--- config.mk ---
export PLATFORM = sky130hd
export DESIGN_NAME = irq_two_class_ctrl
export DESIGN_NICKNAME = d
export VERILOG_FILES = /design/src/rtl/ic_pkg.sv /design/src/rtl/ic_prio_enc.sv /design/src/rtl/ic_regs.sv /design/src/rtl/ic_readmux.sv /design/src/rtl/irq_two_class_ctrl.sv
export SDC_FILE = /design/constraint.sdc
export NUM_CORES = 1
export LEC_CHECK = 0
export BUFFER_PORTS_ARGS = -buffer_cell sky130_fd_sc_hd__clkbuf_2
export CAP_MARGIN = 10
export CORE_MARGIN = 3
export CORE_UTILIZATION = 34
export DETAILED_ROUTE_END_ITERATION = 10
export PLACE_DENSITY = 0.54
export SLEW_MARGIN = 10
export SYNTH_ARGS = -nofsm -noshare
export SYNTH_HDL_FRONTEND = slang
export SYNTH_SLANG_ARGS = --single-unit
--- constraint.sdc ---
create_clock -name clk -period 2.1 [get_ports clk]
set_input_delay 0.42 -clock clk [delete_from_list [all_inputs] [get_ports clk]]
set_output_delay 0.42 -clock clk [all_outputs]
set_load 0.02 [all_outputs]
--- src/rtl/ic_pkg.sv ---
package ic_pkg;
  typedef enum logic [3:0] {
    IX_CTRL   = 4'd0,
    IX_LEVEL  = 4'd1,
    IX_SETNUM = 4'd2,
    IX_CLRNUM = 4'd3,
    IX_ENABLE = 4'd4,
    IX_CLASS  = 4'd5,
    IX_NVEC   = 4'd10,
    IX_FVEC   = 4'd11,
    IX_RAW    = 4'd12,
    IX_FORCE  = 4'd13,
    IX_NPEND  = 4'd14,
    IX_FPEND  = 4'd15
  } ic_idx_e;
endpackage

--- src/rtl/ic_prio_enc.sv ---
module ic_prio_enc #(
  parameter int N = 11,
  parameter int W = 5
) (
  input  logic [N-1:0] req,
  output logic [W-1:0] num
);
  // highest index wins; all-ones when nothing requests
  always_comb begin
    num = '1;
    for (int i = 0; i < N; i++) begin
      if (req[i]) num = W'(i);
    end
  end
endmodule

--- src/rtl/ic_regs.sv ---
module ic_regs
  import ic_pkg::*;
#(
  parameter int NSRC     = 11,
  parameter int DW       = 32,
  parameter int IW       = 4,
  parameter int VW       = 5,
  parameter int NDIS_BIT = 20,
  parameter int FDIS_BIT = 19
) (
  input  logic            clk,
  input  logic            rst,
  input  logic            wr_en,
  input  logic [IW-1:0]   wr_idx,
  input  logic [DW-1:0]   wr_data,
  output logic [NSRC-1:0] en_q,
  output logic [NSRC-1:0] class_q,
  output logic [NSRC-1:0] force_q,
  output logic [VW-1:0]   level_q,
  output logic            ndis_q,
  output logic            fdis_q
);
  logic [NSRC-1:0] num_hit;
  logic wr_ctrl, wr_level, wr_set, wr_clr, wr_en_word, wr_class, wr_force;

  assign wr_ctrl    = wr_en && (wr_idx == IW'(IX_CTRL));
  assign wr_level   = wr_en && (wr_idx == IW'(IX_LEVEL));
  assign wr_set     = wr_en && (wr_idx == IW'(IX_SETNUM));
  assign wr_clr     = wr_en && (wr_idx == IW'(IX_CLRNUM));
  assign wr_en_word = wr_en && (wr_idx == IW'(IX_ENABLE));
  assign wr_class   = wr_en && (wr_idx == IW'(IX_CLASS));
  assign wr_force   = wr_en && (wr_idx == IW'(IX_FORCE));

  // full-width compare: out-of-range numbers hit no bit
  genvar g;
  generate
    for (g = 0; g < NSRC; g++) begin : g_hit
      assign num_hit[g] = (wr_data == DW'(g));
    end
  endgenerate

  always_ff @(posedge clk) begin
    if (rst) begin
      en_q    <= '0;
      class_q <= '0;
      force_q <= '0;
      level_q <= '0;
      ndis_q  <= 1'b0;
      fdis_q  <= 1'b0;
    end else begin
      if (wr_ctrl) begin
        ndis_q <= wr_data[NDIS_BIT];
        fdis_q <= wr_data[FDIS_BIT];
      end
      if (wr_level) level_q <= wr_data[VW-1:0];
      if (wr_en_word)  en_q <= wr_data[NSRC-1:0];
      else if (wr_set) en_q <= en_q | num_hit;
      else if (wr_clr) en_q <= en_q & ~num_hit;
      if (wr_class) class_q <= wr_data[NSRC-1:0];
      if (wr_force) force_q <= wr_data[NSRC-1:0];
    end
  end
endmodule

--- src/rtl/ic_readmux.sv ---
module ic_readmux
  import ic_pkg::*;
#(
  parameter int NSRC     = 11,
  parameter int DW       = 32,
  parameter int IW       = 4,
  parameter int VW       = 5,
  parameter int NDIS_BIT = 20,
  parameter int FDIS_BIT = 19
) (
  input  logic [IW-1:0]   idx,
  input  logic            ndis,
  input  logic            fdis,
  input  logic [VW-1:0]   level,
  input  logic [NSRC-1:0] en,
  input  logic [NSRC-1:0] cls,
  input  logic [VW-1:0]   nvec,
  input  logic [VW-1:0]   fvec,
  input  logic [NSRC-1:0] raw,
  input  logic [NSRC-1:0] frc,
  input  logic [NSRC-1:0] npend,
  input  logic [NSRC-1:0] fpend,
  output logic [DW-1:0]   word
);
  localparam int PADS = DW - NSRC;
  localparam int PADV = DW - VW;

  always_comb begin
    word = '0;
    case (idx)
      IW'(IX_CTRL): begin
        word[NDIS_BIT] = ndis;
        word[FDIS_BIT] = fdis;
      end
      IW'(IX_LEVEL):  word = {{PADV{1'b0}}, level};
      IW'(IX_ENABLE): word = {{PADS{1'b0}}, en};
      IW'(IX_CLASS):  word = {{PADS{1'b0}}, cls};
      IW'(IX_NVEC):   word = {{PADV{1'b0}}, nvec};
      IW'(IX_FVEC):   word = {{PADV{1'b0}}, fvec};
      IW'(IX_RAW):    word = {{PADS{1'b0}}, raw};
      IW'(IX_FORCE):  word = {{PADS{1'b0}}, frc};
      IW'(IX_NPEND):  word = {{PADS{1'b0}}, npend};
      IW'(IX_FPEND):  word = {{PADS{1'b0}}, fpend};
      default:        word = '0;
    endcase
  end
endmodule

--- src/rtl/irq_two_class_ctrl.sv ---
module irq_two_class_ctrl
  import ic_pkg::*;
#(
  parameter int NSRC     = 11,
  parameter int DW       = 32,
  parameter int IW       = 4,
  parameter int VW       = 5,
  parameter int NDIS_BIT = 20,
  parameter int FDIS_BIT = 19
) (
  input  logic            clk,
  input  logic            rst,
  input  logic            wr_en,
  input  logic [IW-1:0]   wr_idx,
  input  logic [DW-1:0]   wr_data,
  input  logic            rd_en,
  input  logic [IW-1:0]   rd_idx,
  output logic [DW-1:0]   rd_data,
  input  logic [NSRC-1:0] src_in,
  output logic            irq_normal,
  output logic            irq_fast
);
  logic [NSRC-1:0] en_q, class_q, force_q, raw_q;
  logic [NSRC-1:0] eff, npend, fpend, nqual;
  logic [VW-1:0]   level_q, nvec, fvec;
  logic            ndis_q, fdis_q;
  logic [DW-1:0]   rd_word;

  ic_regs #(
    .NSRC(NSRC), .DW(DW), .IW(IW), .VW(VW),
    .NDIS_BIT(NDIS_BIT), .FDIS_BIT(FDIS_BIT)
  ) u_regs (
    .clk(clk), .rst(rst), .wr_en(wr_en), .wr_idx(wr_idx), .wr_data(wr_data),
    .en_q(en_q), .class_q(class_q), .force_q(force_q), .level_q(level_q),
    .ndis_q(ndis_q), .fdis_q(fdis_q)
  );

  always_ff @(posedge clk) begin
    if (rst) raw_q <= '0;
    else     raw_q <= src_in;
  end

  assign eff   = (raw_q | force_q) & en_q;
  assign npend = eff & ~class_q;
  assign fpend = eff & class_q;

  genvar g;
  generate
    for (g = 0; g < NSRC; g++) begin : g_lvl
      assign nqual[g] = npend[g] && (VW'(g) >= level_q);
    end
  endgenerate

  ic_prio_enc #(.N(NSRC), .W(VW)) u_nenc (.req(nqual), .num(nvec));
  ic_prio_enc #(.N(NSRC), .W(VW)) u_fenc (.req(fpend), .num(fvec));

  ic_readmux #(
    .NSRC(NSRC), .DW(DW), .IW(IW), .VW(VW),
    .NDIS_BIT(NDIS_BIT), .FDIS_BIT(FDIS_BIT)
  ) u_rmux (
    .idx(rd_idx), .ndis(ndis_q), .fdis(fdis_q), .level(level_q),
    .en(en_q), .cls(class_q), .nvec(nvec), .fvec(fvec), .raw(raw_q),
    .frc(force_q), .npend(npend), .fpend(fpend), .word(rd_word)
  );

  always_ff @(posedge clk) begin
    if (rst) begin
      rd_data    <= '0;
      irq_normal <= 1'b0;
      irq_fast   <= 1'b0;
    end else begin
      if (rd_en) rd_data <= rd_word;
      irq_normal <= (|nqual) && !ndis_q;
      irq_fast   <= (|fpend) && !fdis_q;
    end
  end
endmodule

After elaboration in Yosys (flattened, before gate mapping)
Index checks and enable logic that the tools add are counted.
{"block": "totals", "reg_bits": 74, "out_inout_bits": 34, "word_cells": 109, "inputBits": 55}
{"block": "op_classes", "n_eq_ne": 25, "muxes": 27, "bitwise": 8, "reduce_logical": 28, "order_cmp": 11}
{"operator": "32-bit by 3-bit == test with 1-bit output, second input constant", "count": 4}
{"operator": "5-bit two-way mux", "count": 22}
{"operator": "11-bit one-hot mux with 9 select lines", "count": 1}
{"operator": "32-bit by 4-bit == test with 1-bit output, second input constant", "count": 3}
{"operator": "32-bit by 2-bit == test with 1-bit output, second input constant", "count": 2}
{"operator": "11-bit AND", "count": 4}
{"operator": "11-bit two-way mux", "count": 3}
{"operator": "32-bit by 1-bit == test with 1-bit output, second input constant", "count": 1}
{"operator": "32-bit logical NOT", "count": 1}
{"operator": "4-bit == test, second input constant", "count": 7}
{"operator": "11-bit NOT", "count": 2}
{"operator": "11-bit bitwise OR", "count": 2}
{"operator": "11-bit OR reduction", "count": 2}
{"operator": "3-bit by 5-bit greater-or-equal comparator with 1-bit output, first input constant", "count": 4}
{"operator": "1-bit logical AND", "count": 20}
{"operator": "4-bit by 3-bit == test with 1-bit output, second input constant", "count": 4}
{"operator": "4-bit by 5-bit greater-or-equal comparator with 1-bit output, first input constant", "count": 3}
{"operator": "1-bit by 5-bit greater-or-equal comparator with 1-bit output, first input constant", "count": 2}
{"operator": "2-bit by 5-bit greater-or-equal comparator with 1-bit output, first input constant", "count": 2}
{"operator": "4-bit by 1-bit == test with 1-bit output, second input constant", "count": 2}
{"operator": "4-bit by 2-bit == test with 1-bit output, second input constant", "count": 2}
{"operator": "4-bit logical NOT", "count": 2}
{"operator": "3-bit nonzero test", "count": 1}
{"operator": "1-bit logical NOT", "count": 2}
{"operator": "2-bit two-way mux", "count": 1}

Depth between registers and ports, before layout
{"block": "logic_depth", "depth_word": 16, "depth_mapped": 8}

Hierarchy
From an unflattened synthesis, not the netlist that was laid out.
{"block": "unflattened", "cells_unflattened": 584, "area_unflattened_um2": 4978.5}
{"mod": "irq_two_class_ctrl", "cells_each": 211, "instances": 1, "seq_area_each_um2": 900.9, "area_per_inst_um2": 1928.1}
{"mod": "ic_regs", "cells_each": 196, "instances": 1, "seq_area_each_um2": 800.8, "area_per_inst_um2": 1749.2}
{"mod": "ic_readmux", "cells_each": 131, "instances": 1, "seq_area_each_um2": 0.0, "area_per_inst_um2": 1028.5}
{"mod": "ic_prio_enc", "cells_each": 23, "instances": 2, "seq_area_each_um2": 0.0, "area_per_inst_um2": 136.4}

Worst setup path before layout
No wires, ideal clock.
{"block": "synth_timing", "path_type": "input -> register", "from": "input wr_data[27]", "to": "register with a tool-made name", "t_arrival_ps": 1689, "path_stages": 5, "path_slack_ps": 320, "setup_time_ps": 91, "n_path_buf": 0, "required_time_ps": 2009, "cell_sequence": "nor4_1 nand4_2 nor4b_4 a21oi_1 a311oi_1"}
{"item": "from (decl)", "line_no": "irq_two_class_ctrl.sv:15", "source": "input logic [DW-1:0] wr_data,"}

Final worst setup path
{"block": "layout_timing", "from": "register u_regs.force_q[5]", "to": "register rd_data[0]"}
{"block": "layout_via", "elab_chain_cells": 11}
{"item": "from (decl)", "line_no": "ic_regs.sv:18", "source": "output logic [NSRC-1:0] force_q,"}
{"item": "from (signal assigned)", "line_no": "ic_regs.sv:60", "source": "if (wr_force) force_q <= wr_data[NSRC-1:0];"}
{"item": "11-bit bitwise OR *", "line_no": "irq_two_class_ctrl.sv:43", "source": "assign eff = (raw_q | force_q) & en_q;"}
{"item": "11-bit AND *", "line_no": "irq_two_class_ctrl.sv:43"}
{"item": "11-bit AND", "line_no": "irq_two_class_ctrl.sv:44", "source": "assign npend = eff & ~class_q;"}
{"item": "1-bit logical AND", "line_no": "irq_two_class_ctrl.sv:50", "source": "assign nqual[g] = npend[g] && (VW'(g) >= level_q);"}
{"item": "5-bit two-way mux (6 in series)", "line_no": "ic_prio_enc.sv:12", "source": "if (req[i]) num = W'(i);"}
{"item": "11-bit one-hot mux with 9 select lines *", "line_no": "ic_readmux.sv:30", "source": "case (idx)"}
{"item": "to (signal assigned)", "line_no": "irq_two_class_ctrl.sv:72", "source": "if (rd_en) rd_data <= rd_word;"}
{"item": "to (decl)", "line_no": "irq_two_class_ctrl.sv:18", "source": "output logic [DW-1:0] rd_data,"}
Mark *: on every way between the ends. The rest lies on a longest branch, timed or not.
A chain may end at the register's enable or synchronous reset.

==> impl_results.md <==
* Row count at 39
* Worst Setup SP: u_regs.force_q[5]
* RSZ-0062 raised after global routing: false
* Vias in the first global route at roughly 4k
* CTS H-tree depth at 3
* CP endpoint: rd_data[0]
* R2r setup slk at between 0.15 and 0.2 ns
* Layout Cells excl Fill at 732
* Crit end category: flip-flop
* Crit Path Category: flip-flop to flip-flop
* Syn. warnings at 0
* CTS buffer count at 9
* Avg Cell Area, Syn at about 8.3 um^2
* Predominant post-synthesis flop cell: dfxtp_1
* Sink Count at between 60 and 70
* IO Pins at slightly below 90
* Max-slew violations at 0
* Count of TritonRoute iterations in the first routing pass at 5
* Commonest cells post-synth: 66 x dfxtp_1, 59 x nor2_1, 33 x a21oi_1, 33 x nand2_1, 30 x mux2i_1
* IO Port Bufs at 69
* Die Y-Extent at around 110 um
* CTS resizes at 0
* Fin crit period at 1.93 ns
* FF-to-FF path depth at 6
* DRC violations left at 0
* Synth area leaders: dfxtp_1 33%, mux2i_1 7.5%, nor2_1 5.5%, a21oi_1 4.1%, buf_4 3.9%
* Startpoint Class: flip-flop
* Die area at 13200 um^2
* Crit-path max FO at 4
* Clk_lat worst skew at 0.34 ns
* Synthesized area at 4030 um^2
* Least-Margin Pin Slew at roughly 0.56 ns
* Static leakage at ~2.1 nW
* Sequential cell area fraction in the yosys report at 32.8%
* First-pass GRT wire length at between 20000 and 25000 um
* Power Density at between 600 and 700 nW/um^2
* Initial antenna violation count at 0
* Pwr Total at around 0.0031 W
* Largest net degree at the start of global routing at 51
* Vias at roughly 4.1k
* Core footprint at 11500 um^2
* Worst r2r dst: rd_data[0]
* Total negative slack at 0 ns
* Total wire length at 13700 um
* Slew headroom at just over 60%
* Initial DRC count at 296
* Fillers at between 1k and 1.5k
* Initial core utilization at 35.0%
* Place WS at 0.0249 ns
* Setup Skew at 0.00908 ns
* Fmax at roughly 520 MHz
* Via/cell ratio at 5.66
* Asr flop ratio synth at 0%
* Netlist cell types at 64
* #FFs+latches synth at 66
* Max Cap Viol at 0
* Root Driver: clkbuf_16
* Wire length per cell at about 19 um
* Fin crit share at just over 90%
* Final Hold Fails at 0
* Gr usage total at a little over a fifth
* Post-CTS Hold Buffers at 0
* Share of layout cells above drive strength 1 at ~27%
* Post-DP HPWL at about 11000 um
* Worst min path class: primary input to flip-flop
* CTS tree: done
* Clock Path Buffers at 2
* CP Data Arrival Time at ~2.2 ns
* Required time of the worst setup path at approximately 2.3 ns
* N_diodes at 0
* Syn Inst Count at 484
* Status: finished clean
* Yosys top cell area share at between 30 and 40%
* Final #Nets at around 640
* Placed Cells incl. Taps at 716
* Setup repair bufs after CTS at 0
* Die X at ~110 um
* Synthesis-to-finish area growth at 24.9%
* Clock transition at path regs at 0.06 ns
* Final Setup Violations at 0
* Post-route setup slack at around 0.17 ns
* RD Place Congestion at 0.921
* Most common cell in the netlist: dfxtp_1
* Max rail drop VDD at 335 uV
* Dominant cell type by area after synthesis: dfxtp_1
* GRT overflow at 0
* Worst reg2reg startpoint: u_regs.force_q[5]
* Number of synthesized flops with an enable pin at 0
* DRT antenna net count at 0
## per-layer routing
metal / vias to the layer above / track usage, % / routed length (um)
met5: - / 0 / 0
met2: 189 / 33.1 / 6100
met1: 1949 / 29.0 / 6290
met4: 0 / 9.15 / 441
li1: 1976 / - / -
met3: 29 / 3.84 / 866
## how the worst min path moves through the flow
stage                             start         end  slack [ns]  cells after the start
after detailed placement     rd_data[2]  rd_data[2]        0.45                      2
final                         src_in[3]    raw_q[3]        0.28                      2
after CTS                     src_in[3]    raw_q[3]        0.28                      2
after global placement       rd_data[2]  rd_data[2]        0.44                      2
after floorplan           u_regs.ndis_q  irq_normal        0.42                      1
after global routing          src_in[3]    raw_q[3]        0.29                      2
## power breakdown
part / total [W] / switching (W) / leakage [nW] / internal, W
combinational: 0.000354 / 0.000217 / 1.42 / 0.000137
clock: 0.00146 / 0.000589 / 0.138 / 0.000866
sequential: 0.00130 / 0.0000271 / 0.536 / 0.00128
total: 0.00311 / 0.000833 / 2.09 / 0.00228
## per-stage QoR
stage                     hold slack, ns  utilization, %  area, um^2
after global routing               0.287            43.7        5030
after floorplan                    0.423               -        4100
after CTS                          0.278            43.7        5030
after detailed placement           0.449            41.1        4740
final                              0.285            43.7        5030
after global placement             0.439            41.1        4740
## critical path, stage by stage, from the launching register on
cell and delay [ns]:
dfxtp_1 0.34, o21ai_0 0.46, nor2_1 0.13, o32ai_1 0.29
a32oi_1 0.14, a221oi_1 0.31, o21ai_0 0.14
## logic make-up (layout without fill, tap and decap cells)
| family | count (synthesis) | in the layout | share of synthesized area (%) |
|---|---|---|---|
| DFF | 66 | 66 | 32.8 |
| other | 1 | 19 | 0.0931 |
| AOI/OAI and AO/OA | 141 | 141 | 24.0 |
| buffers and inverters | 53 | 140 | 7.30 |
| muxes | 41 | 41 | 10.5 |
| xor gates and xnor gates | 1 | 1 | 0.217 |
| and+or+nand+nor | 181 | 181 | 25.1 |
## cells in the final DEF, fill, tap and decap left out, drive strengths merged, types with 4 or more instances in the layout
cell,netlist,layout
o21ai,33,33
a21oi,33,33
a221oi,6,6
nand2,33,33
mux2,11,11
mux2i,30,30
dfxtp,66,66
buf,31,47
nand2b,6,6
nor4,12,12
conb,1,19
a311oi,8,8
nor2,59,59
a211oi,5,5
clkbuf,14,80
a211o,4,4
nor3,13,13
nand4,6,6
a31oi,5,5
nand4b,4,4
a22oi,5,5
nor2b,14,14
inv,8,9
o31ai,4,4
o211ai,9,9
nand3,17,17
## final cells by class
class / instances / area, um^2 / share of cell area [%]
tap: 143 / 179 / 3.56
clock buffer: 11 / 253 / 5.02
inverter: 8 / 30.0 / 0.597
multi-input combinational: 383 / 2490 / 49.5
sequential: 66 / 1320 / 26.3
timing repair buffer: 116 / 723 / 14.4
clock inverter: 5 / 37.5 / 0.746
No activity file was read; power rests on OpenSTA's default activity.
